===== config.mk =====
export PLATFORM = sky130hd
export DESIGN_NAME = restart_ctrl
export DESIGN_NICKNAME = d
export VERILOG_FILES = /design/src/rtl/rstc_pkg.sv /design/src/rtl/rstc_sync.sv /design/src/rtl/rstc_parity.sv /design/src/rtl/rstc_merge.sv /design/src/rtl/rstc_fsm.sv /design/src/rtl/restart_ctrl.sv
export SDC_FILE = /design/constraint.sdc
export NUM_CORES = 1
export LEC_CHECK = 0
export ABC_AREA = 1
export BUFFER_PORTS_ARGS = -buffer_cell sky130_fd_sc_hd__buf_4
export CORE_MARGIN = 3
export CORE_UTILIZATION = 50
export CTS_CLUSTER_SIZE = 10
export DETAILED_ROUTE_END_ITERATION = 10
export GPL_ROUTABILITY_DRIVEN = 0
export PLACE_DENSITY = 0.79
export SYNTH_ARGS = -nofsm -noshare
export SYNTH_HDL_FRONTEND = slang
export SYNTH_SLANG_ARGS = --single-unit

===== constraint.sdc =====
create_clock -name clk -period 1.6 [get_ports clk]
set_clock_uncertainty 0.2 [all_clocks]
set_input_delay 0.16 -clock clk [delete_from_list [all_inputs] [get_ports clk]]
set_output_delay 0.16 -clock clk [all_outputs]
set_load 0.1 [all_outputs]

===== src/rtl/rstc_pkg.sv =====
package rstc_pkg;

    typedef struct packed {
        logic s1_over;
        logic s1_under;
        logic s2_over;
        logic s2_under;
        logic bus_a_low;
        logic bus_b_low;
    } pwr_flags_t;

    localparam int PWR_FLAG_W = $bits(pwr_flags_t);

    typedef enum logic [1:0] {
        ST_RUN    = 2'd0,
        ST_HOLD   = 2'd1,
        ST_LAUNCH = 2'd2
    } rst_state_t;

    localparam int TC_OPCODE = 0;

    function automatic logic any_power_alarm(input pwr_flags_t f);
        return f.s1_over | f.s1_under | f.s2_over | f.s2_under |
               f.bus_a_low | f.bus_b_low;
    endfunction

endpackage


===== src/rtl/rstc_sync.sv =====
module rstc_sync #(
    parameter int W      = 1,
    parameter int STAGES = 2
) (
    input  logic         clk,
    input  logic         rst,
    input  logic [W-1:0] d,
    output logic [W-1:0] q
);
    logic [STAGES-1:0][W-1:0] chain;

    always_ff @(posedge clk) begin
        if (rst) chain <= '0;
        else     chain <= {chain[STAGES-2:0], d};
    end

    assign q = chain[STAGES-1];
endmodule


===== src/rtl/rstc_parity.sv =====
module rstc_parity #(
    parameter int WORD_W = 16
) (
    input  logic              clk,
    input  logic              rst,
    input  logic              rd_valid,
    input  logic [WORD_W-1:0] rd_word,
    output logic              fault_q
);
    always_ff @(posedge clk) begin
        if (rst) fault_q <= 1'b0;
        else     fault_q <= rd_valid & ~(^rd_word);
    end
endmodule


===== src/rtl/rstc_merge.sv =====
module rstc_merge
    import rstc_pkg::*;
(
    input  pwr_flags_t pwr,
    input  logic       parity_fault,
    input  logic       inhibit,
    output logic       alarm_any
);
    always_comb begin
        alarm_any = (any_power_alarm(pwr) | parity_fault) & ~inhibit;
    end
endmodule


===== src/rtl/rstc_fsm.sv =====
module rstc_fsm
    import rstc_pkg::*;
#(
    parameter int              MIN_HOLD = 8,
    parameter int              CNT_W    = 8,
    parameter int              WORD_W   = 16,
    parameter logic [WORD_W-1:0] BR_WORD = '0
) (
    input  logic              clk,
    input  logic              rst,
    input  logic              alarm,
    output logic [WORD_W-1:0] forced_word,
    output logic              forced_valid,
    output logic              restart_active,
    output logic [CNT_W-1:0]  restart_count
);
    localparam int TMR_W = (MIN_HOLD > 1) ? $clog2(MIN_HOLD) : 1;
    localparam logic [TMR_W-1:0] LAST = TMR_W'(MIN_HOLD - 1);

    rst_state_t       state, state_n;
    logic [TMR_W-1:0] timer, timer_n;
    logic             enter;

    always_comb begin
        state_n = state;
        enter   = 1'b0;
        case (state)
            ST_RUN: begin
                if (alarm) begin
                    state_n = ST_HOLD;
                    enter   = 1'b1;
                end
            end
            ST_HOLD: begin
                if (timer == LAST) begin
                    if (alarm) begin
                        state_n = ST_HOLD;
                        enter   = 1'b1;
                    end else begin
                        state_n = ST_LAUNCH;
                    end
                end
            end
            ST_LAUNCH: state_n = ST_RUN;
            default:   state_n = ST_HOLD;
        endcase
        if (enter)                 timer_n = '0;
        else if (state == ST_HOLD) timer_n = timer + 1'b1;
        else                       timer_n = '0;
    end

    always_ff @(posedge clk) begin
        if (rst) begin
            state         <= ST_HOLD;
            timer         <= '0;
            restart_count <= '0;
        end else begin
            state <= state_n;
            timer <= timer_n;
            if (enter) restart_count <= restart_count + 1'b1;
        end
    end

    assign restart_active = (state != ST_RUN);
    assign forced_valid   = (state == ST_LAUNCH);
    assign forced_word    = forced_valid ? BR_WORD : '0;
endmodule


===== src/rtl/restart_ctrl.sv =====
module restart_ctrl
    import rstc_pkg::*;
#(
    parameter int                DATA_W      = 15,
    parameter int                ADDR_W      = 12,
    parameter logic [ADDR_W-1:0] START_ADDR  = 12'o4000,
    parameter int                MIN_HOLD    = 8,
    parameter int                CNT_W       = 8,
    parameter int                SYNC_STAGES = 2
) (
    input  logic              clk,
    input  logic              rst,
    input  logic              sup1_over,
    input  logic              sup1_under,
    input  logic              sup2_over,
    input  logic              sup2_under,
    input  logic              bus_a_low,
    input  logic              bus_b_low,
    input  logic              rd_valid,
    input  logic [DATA_W:0]   rd_word,
    input  logic              maint_inhibit,
    output logic [DATA_W:0]   forced_word,
    output logic              forced_valid,
    output logic              restart_active,
    output logic [CNT_W-1:0]  restart_count
);
    localparam int WORD_W = DATA_W + 1;
    localparam int OPC_W  = DATA_W - ADDR_W;
    localparam int SYN_W  = PWR_FLAG_W + 1;
    localparam logic [DATA_W-1:0] BR_DATA = {OPC_W'(TC_OPCODE), START_ADDR};
    localparam logic [WORD_W-1:0] BR_WORD = {~(^BR_DATA), BR_DATA};

    pwr_flags_t       pwr_raw, pwr_s;
    logic             inhibit_s;
    logic             parity_fault;
    logic             alarm_any;
    logic [SYN_W-1:0] syn_q;

    always_comb begin
        pwr_raw.s1_over   = sup1_over;
        pwr_raw.s1_under  = sup1_under;
        pwr_raw.s2_over   = sup2_over;
        pwr_raw.s2_under  = sup2_under;
        pwr_raw.bus_a_low = bus_a_low;
        pwr_raw.bus_b_low = bus_b_low;
    end

    rstc_sync #(.W(SYN_W), .STAGES(SYNC_STAGES)) u_sync (
        .clk (clk),
        .rst (rst),
        .d   ({maint_inhibit, pwr_raw}),
        .q   (syn_q)
    );

    assign pwr_s     = pwr_flags_t'(syn_q[PWR_FLAG_W-1:0]);
    assign inhibit_s = syn_q[SYN_W-1];

    rstc_parity #(.WORD_W(WORD_W)) u_par (
        .clk      (clk),
        .rst      (rst),
        .rd_valid (rd_valid),
        .rd_word  (rd_word),
        .fault_q  (parity_fault)
    );

    rstc_merge u_merge (
        .pwr          (pwr_s),
        .parity_fault (parity_fault),
        .inhibit      (inhibit_s),
        .alarm_any    (alarm_any)
    );

    rstc_fsm #(
        .MIN_HOLD (MIN_HOLD),
        .CNT_W    (CNT_W),
        .WORD_W   (WORD_W),
        .BR_WORD  (BR_WORD)
    ) u_fsm (
        .clk            (clk),
        .rst            (rst),
        .alarm          (alarm_any),
        .forced_word    (forced_word),
        .forced_valid   (forced_valid),
        .restart_active (restart_active),
        .restart_count  (restart_count)
    );
endmodule


==> run_summary.xml <==
<?xml version="1.0" encoding="UTF-8"?>
<metrics>
  <group name="global_route">
    <metric name="global_route.usage.total" unit="%">15.9</metric>
    <metric name="grt_max_degree" unit="">24</metric>
    <metric name="antenna_found_initial" unit="">0</metric>
    <metric name="grt_first_pass_wirelength" unit="µm">5140</metric>
    <metric name="grt.overflow.total" unit="">0</metric>
    <metric name="grt_pass1_vias" unit="">1277</metric>
  </group>
  <group name="floorplanning">
    <metric name="die_w" unit="µm">62.8</metric>
    <metric name="die-area" unit="mm²">0.00395</metric>
    <metric name="std_cell_rows" unit="">19</metric>
    <metric name="initial_utilization" unit="%">55.2</metric>
    <metric name="top_level_ports" unit="">52</metric>
    <metric name="dieHeight" unit="µm">62.8</metric>
    <metric name="fp.coreArea" unit="mm²">0.00292</metric>
  </group>
  <group name="route">
    <metric name="first_iter_violations" unit="">59</metric>
    <metric name="wire_per_inst" unit="µm">9.14</metric>
    <metric name="vias" unit="">1518</metric>
    <metric name="detail_route.first_pass.iterations" unit="">5</metric>
    <metric name="drc" unit="">0</metric>
    <metric name="wirelength" unit="µm">3180</metric>
    <metric name="route.detailed.vias_per_inst" unit="">4.36</metric>
    <metric name="ant_nets" unit="">0</metric>
  </group>
  <group name="synthesis">
    <metric name="netlist.top_cell.by_area" unit="">sky130_fd_sc_hd__dfxtp_1</metric>
    <metric name="synthesis.area" unit="mm²">0.00161</metric>
    <metric name="post_synth_num_cell_types" unit="">25</metric>
    <metric name="per_instance_average_area_after_synthesis" unit="µm²">6.48</metric>
    <metric name="ys_ff_latch" unit="">28</metric>
    <metric name="gate_count_after_technology_mapping" unit="">249</metric>
    <metric name="ys_warn_count" unit="">0</metric>
    <metric name="synth_area_leaders" unit="">sky130_fd_sc_hd__dfxtp_1, sky130_fd_sc_hd__nand2_1, sky130_fd_sc_hd__inv_1</metric>
    <metric name="synth_seq_area_share" unit="%">34.7</metric>
    <metric name="post-synth-top-area-fraction" unit="%">34.7</metric>
  </group>
  <group name="layout">
    <metric name="design.final.nets" unit="">336</metric>
    <metric name="post_route_cells_drive_above_1_share" unit="%">25.2</metric>
    <metric name="area.growth.synth_to_final" unit="%">38.8</metric>
    <metric name="n_antenna_cell" unit="">0</metric>
    <metric name="n_fill_cell" unit="">233</metric>
  </group>
  <group name="power_and_ir_drop">
    <metric name="power_frac_seq" unit="%">46.9</metric>
    <metric name="irDropWorstVdd" unit="mV">0.864</metric>
    <metric name="pwr_density_cell" unit="mW/mm²">691</metric>
    <metric name="p_int" unit="W">0.00104</metric>
    <metric name="swShare" unit="%">33.1</metric>
    <metric name="power.share.clock" unit="%">25.6</metric>
    <metric name="combinational_share_of_power" unit="%">27.6</metric>
    <metric name="power_switching" unit="W">0.000512</metric>
    <metric name="total_power" unit="W">0.00155</metric>
    <metric name="power_leakage" unit="nW">1.19</metric>
  </group>
  <group name="worst_setup_path">
    <metric name="criticalPathCategory" unit="">reg -&gt; reg</metric>
    <metric name="cp_data_required_time" unit="ns">1.66</metric>
    <metric name="worst_r2r_path_depth" unit="">7</metric>
    <metric name="arrival" unit="ns">1.62</metric>
    <metric name="cp-end-kind" unit="">register</metric>
    <metric name="startpoint_type" unit="">register</metric>
    <metric name="critical_path.max_fanout" unit="">4</metric>
  </group>
  <group name="cts">
    <metric name="clk_pin_slew" unit="ns">0.15</metric>
    <metric name="cts_buffer_depth" unit="">2</metric>
    <metric name="clock_tree_from_tritoncts" unit="">done</metric>
    <metric name="clock_insertion_delay_worst_skew" unit="ns">0.33</metric>
    <metric name="clkSinkCount" unit="">28</metric>
    <metric name="htreeDepth" unit="">1</metric>
    <metric name="cts_made_buffers" unit="">3</metric>
    <metric name="clk_root_buffer_cell" unit="">sky130_fd_sc_hd__clkbuf_4</metric>
  </group>
  <group name="timing">
    <metric name="hold_violations" unit="">0</metric>
    <metric name="timing.fmax" unit="GHz">0.642</metric>
    <metric name="worstMarginPinSlew" unit="ns">0.520</metric>
    <metric name="fin_crit_sh" unit="%">97.3</metric>
    <metric name="final_max_tran_viols" unit="">0</metric>
    <metric name="final-setup-viol-count" unit="">0</metric>
    <metric name="finalCriticalPeriod" unit="ns">1.56</metric>
    <metric name="postLayoutSetupSlackWorst" unit="ns">0.0425</metric>
    <metric name="timing.slew.headroom" unit="%">65.4</metric>
    <metric name="grt_setup_unrepaired" unit="">yes</metric>
  </group>
  <group name="placement">
    <metric name="pre_cts_slack" unit="ns">0.0553</metric>
    <metric name="port-buffer-count" unit="">36</metric>
    <metric name="dp.final_hpwl" unit="µm">2120</metric>
  </group>
  <group name="run_status">
    <metric name="status" unit="">completed</metric>
  </group>
  <group name="hold_path">
    <metric name="min_path_type" unit="">in -&gt; reg</metric>
    <metric name="whs_path_depth" unit="">10</metric>
  </group>
  <group name="job">
    <metric name="cap_viol_max_count" unit="">0</metric>
  </group>
</metrics>
[critical path, stage by stage, from the launching register on]
cell and delay (ns):
sky130_fd_sc_hd__dfxtp_4 0.39, sky130_fd_sc_hd__ha_4 0.14, sky130_fd_sc_hd__ha_4 0.13, sky130_fd_sc_hd__inv_4 0.04, sky130_fd_sc_hd__a21oi_4 0.21, sky130_fd_sc_hd__buf_6 0.14
sky130_fd_sc_hd__nand3_2 0.07, sky130_fd_sc_hd__a21oi_2 0.16
[layout make-up]
type	count	area, µm²	area share, %
clock buffers	4	47.5	2.12
inverters	43	164	7.31
multi-input cells	174	883	39.4
flip-flops and latches	28	594	26.5
well taps	42	52.6	2.35
repair buffers	57	499	22.3
[flip-flops by register name (all words and copies together), names as in the netlist]
signal / flops
u_par.fault_q: 1
u_sync.chain: 7
u_fsm.restart_count: 8
u_fsm.state: 2
u_fsm.timer: 3
u_sync.q: 7
[logic make-up (layout without fill, tap and decap cells)]
kind of cell	after synthesis	after routing	synth area share [%]
flops	28	28	34.7
buf+inv	61	104	18.4
other cells	1	15	0.232
simple gates	140	140	37.3
xor+xnor	5	5	2.71
fa+ha+maj	3	3	2.33
compound gates	11	11	4.34
[through the flow]
step / cells / area, µm² / util [%] / hold slack (ns) / TNS [ns]
2_1_floorplan: 263 / 1720 / - / 0.0194 / -0.0190
3_3_place_gp: 325 / 1910 / 65.4 / 0.162 / 0
3_5_place_dp: 325 / 1910 / 65.4 / 0.166 / 0
4_1_cts: 345 / 2140 / 73.1 / 0.203 / 0
5_1_grt: 348 / 2240 / 76.6 / 0.234 / -0.163
6_report: 348 / 2240 / 76.6 / 0.208 / 0
[worst paths after layout]
check / end / slack, ns / startpoint
max reg2reg: u_fsm.restart_count[6]$_SDFFE_PP0P_ / 0.04 / u_fsm.timer[0]$_SDFF_PP0_
max: u_fsm.restart_count[6]$_SDFFE_PP0P_ / 0.04 / u_fsm.timer[0]$_SDFF_PP0_
min reg2reg: u_sync.q[4]$_SDFF_PP0_ / 0.21 / u_sync.chain[4]$_SDFF_PP0_
min: u_par.fault_q$_SDFF_PP0_ / 0.21 / rd_word[15]
[power by group through the flow]
| stage | clock, W | combinational, W | sequential, W |
|---|---|---|---|
| floorplan | 0 | 0.000328 | 0.000740 |
| detailed placement | 0 | 0.000379 | 0.000741 |
| global placement | 0 | 0.000375 | 0.000740 |
| global route | 0.000435 | 0.000470 | 0.000728 |
| finish | 0.000396 | 0.000427 | 0.000725 |
| CTS | 0.000410 | 0.000411 | 0.000726 |
[layout by cell type, fill, tap and decap left out, types with 2 or more instances in the layout]
master                          synthesis  final
sky130_fd_sc_hd__a21oi_1                8      5
sky130_fd_sc_hd__nand3_2                1      4
sky130_fd_sc_hd__ha_4                   0      3
sky130_fd_sc_hd__buf_6                  1      5
sky130_fd_sc_hd__dfxtp_4                0      8
sky130_fd_sc_hd__conb_1                 1     15
sky130_fd_sc_hd__clkbuf_4               0      3
sky130_fd_sc_hd__nor2_4                 1      2
sky130_fd_sc_hd__a21oi_2                1      4
sky130_fd_sc_hd__nor2_1                23     22
sky130_fd_sc_hd__nor3_2                 2      2
sky130_fd_sc_hd__dfxtp_1               28     17
sky130_fd_sc_hd__nand2_1               95     95
sky130_fd_sc_hd__inv_1                 43     41
sky130_fd_sc_hd__dfxtp_2                0      3
sky130_fd_sc_hd__buf_4                 16     35
sky130_fd_sc_hd__xor2_1                 4      4
sky130_fd_sc_hd__nand3_1               12      9
sky130_fd_sc_hd__dlygate4sd3_1          0     16
[timing repair]
item                                   4_1_cts  5_1_grt
setup endpoints to repair                    4       17
endpoints found under the hold margin       23        0
setup buffers                                0        3
gates resized for setup                      7       20
hold buffers                                16        0
pin swaps                                    0        4
[layer usage]
metal | share of wire, % | track usage [%] | up-vias
li1 | - | - | 824
met1 | 43 | 17.1 | 657
met2 | 52 | 30.4 | 33
met3 | 3.7 | 3.78 | 4
met4 | 1.1 | 4.96 | 0
met5 | 0 | 0 | -
[Yosys cell counts]
library cell	instances
sky130_fd_sc_hd__nand2_1	95
sky130_fd_sc_hd__inv_1	43
sky130_fd_sc_hd__dfxtp_1	28
sky130_fd_sc_hd__nor2_1	23
sky130_fd_sc_hd__buf_4	16
sky130_fd_sc_hd__nand3_1	12
sky130_fd_sc_hd__a21oi_1	8
sky130_fd_sc_hd__xor2_1	4
sky130_fd_sc_hd__ha_1	3
sky130_fd_sc_hd__nor3_2	2
sky130_fd_sc_hd__a21oi_2	1
sky130_fd_sc_hd__a21oi_4	1
sky130_fd_sc_hd__buf_6	1
sky130_fd_sc_hd__clkbuf_1	1
sky130_fd_sc_hd__conb_1	1
sky130_fd_sc_hd__nand3_2	1
sky130_fd_sc_hd__nand3b_1	1
sky130_fd_sc_hd__nand3b_4	1
sky130_fd_sc_hd__nand4_1	1
sky130_fd_sc_hd__nand4_2	1
sky130_fd_sc_hd__nor2_4	1
sky130_fd_sc_hd__nor3_1	1
sky130_fd_sc_hd__o21ai_0	1
sky130_fd_sc_hd__or2_2	1
sky130_fd_sc_hd__xnor2_1	1
(Power assumes the default switching activity.)
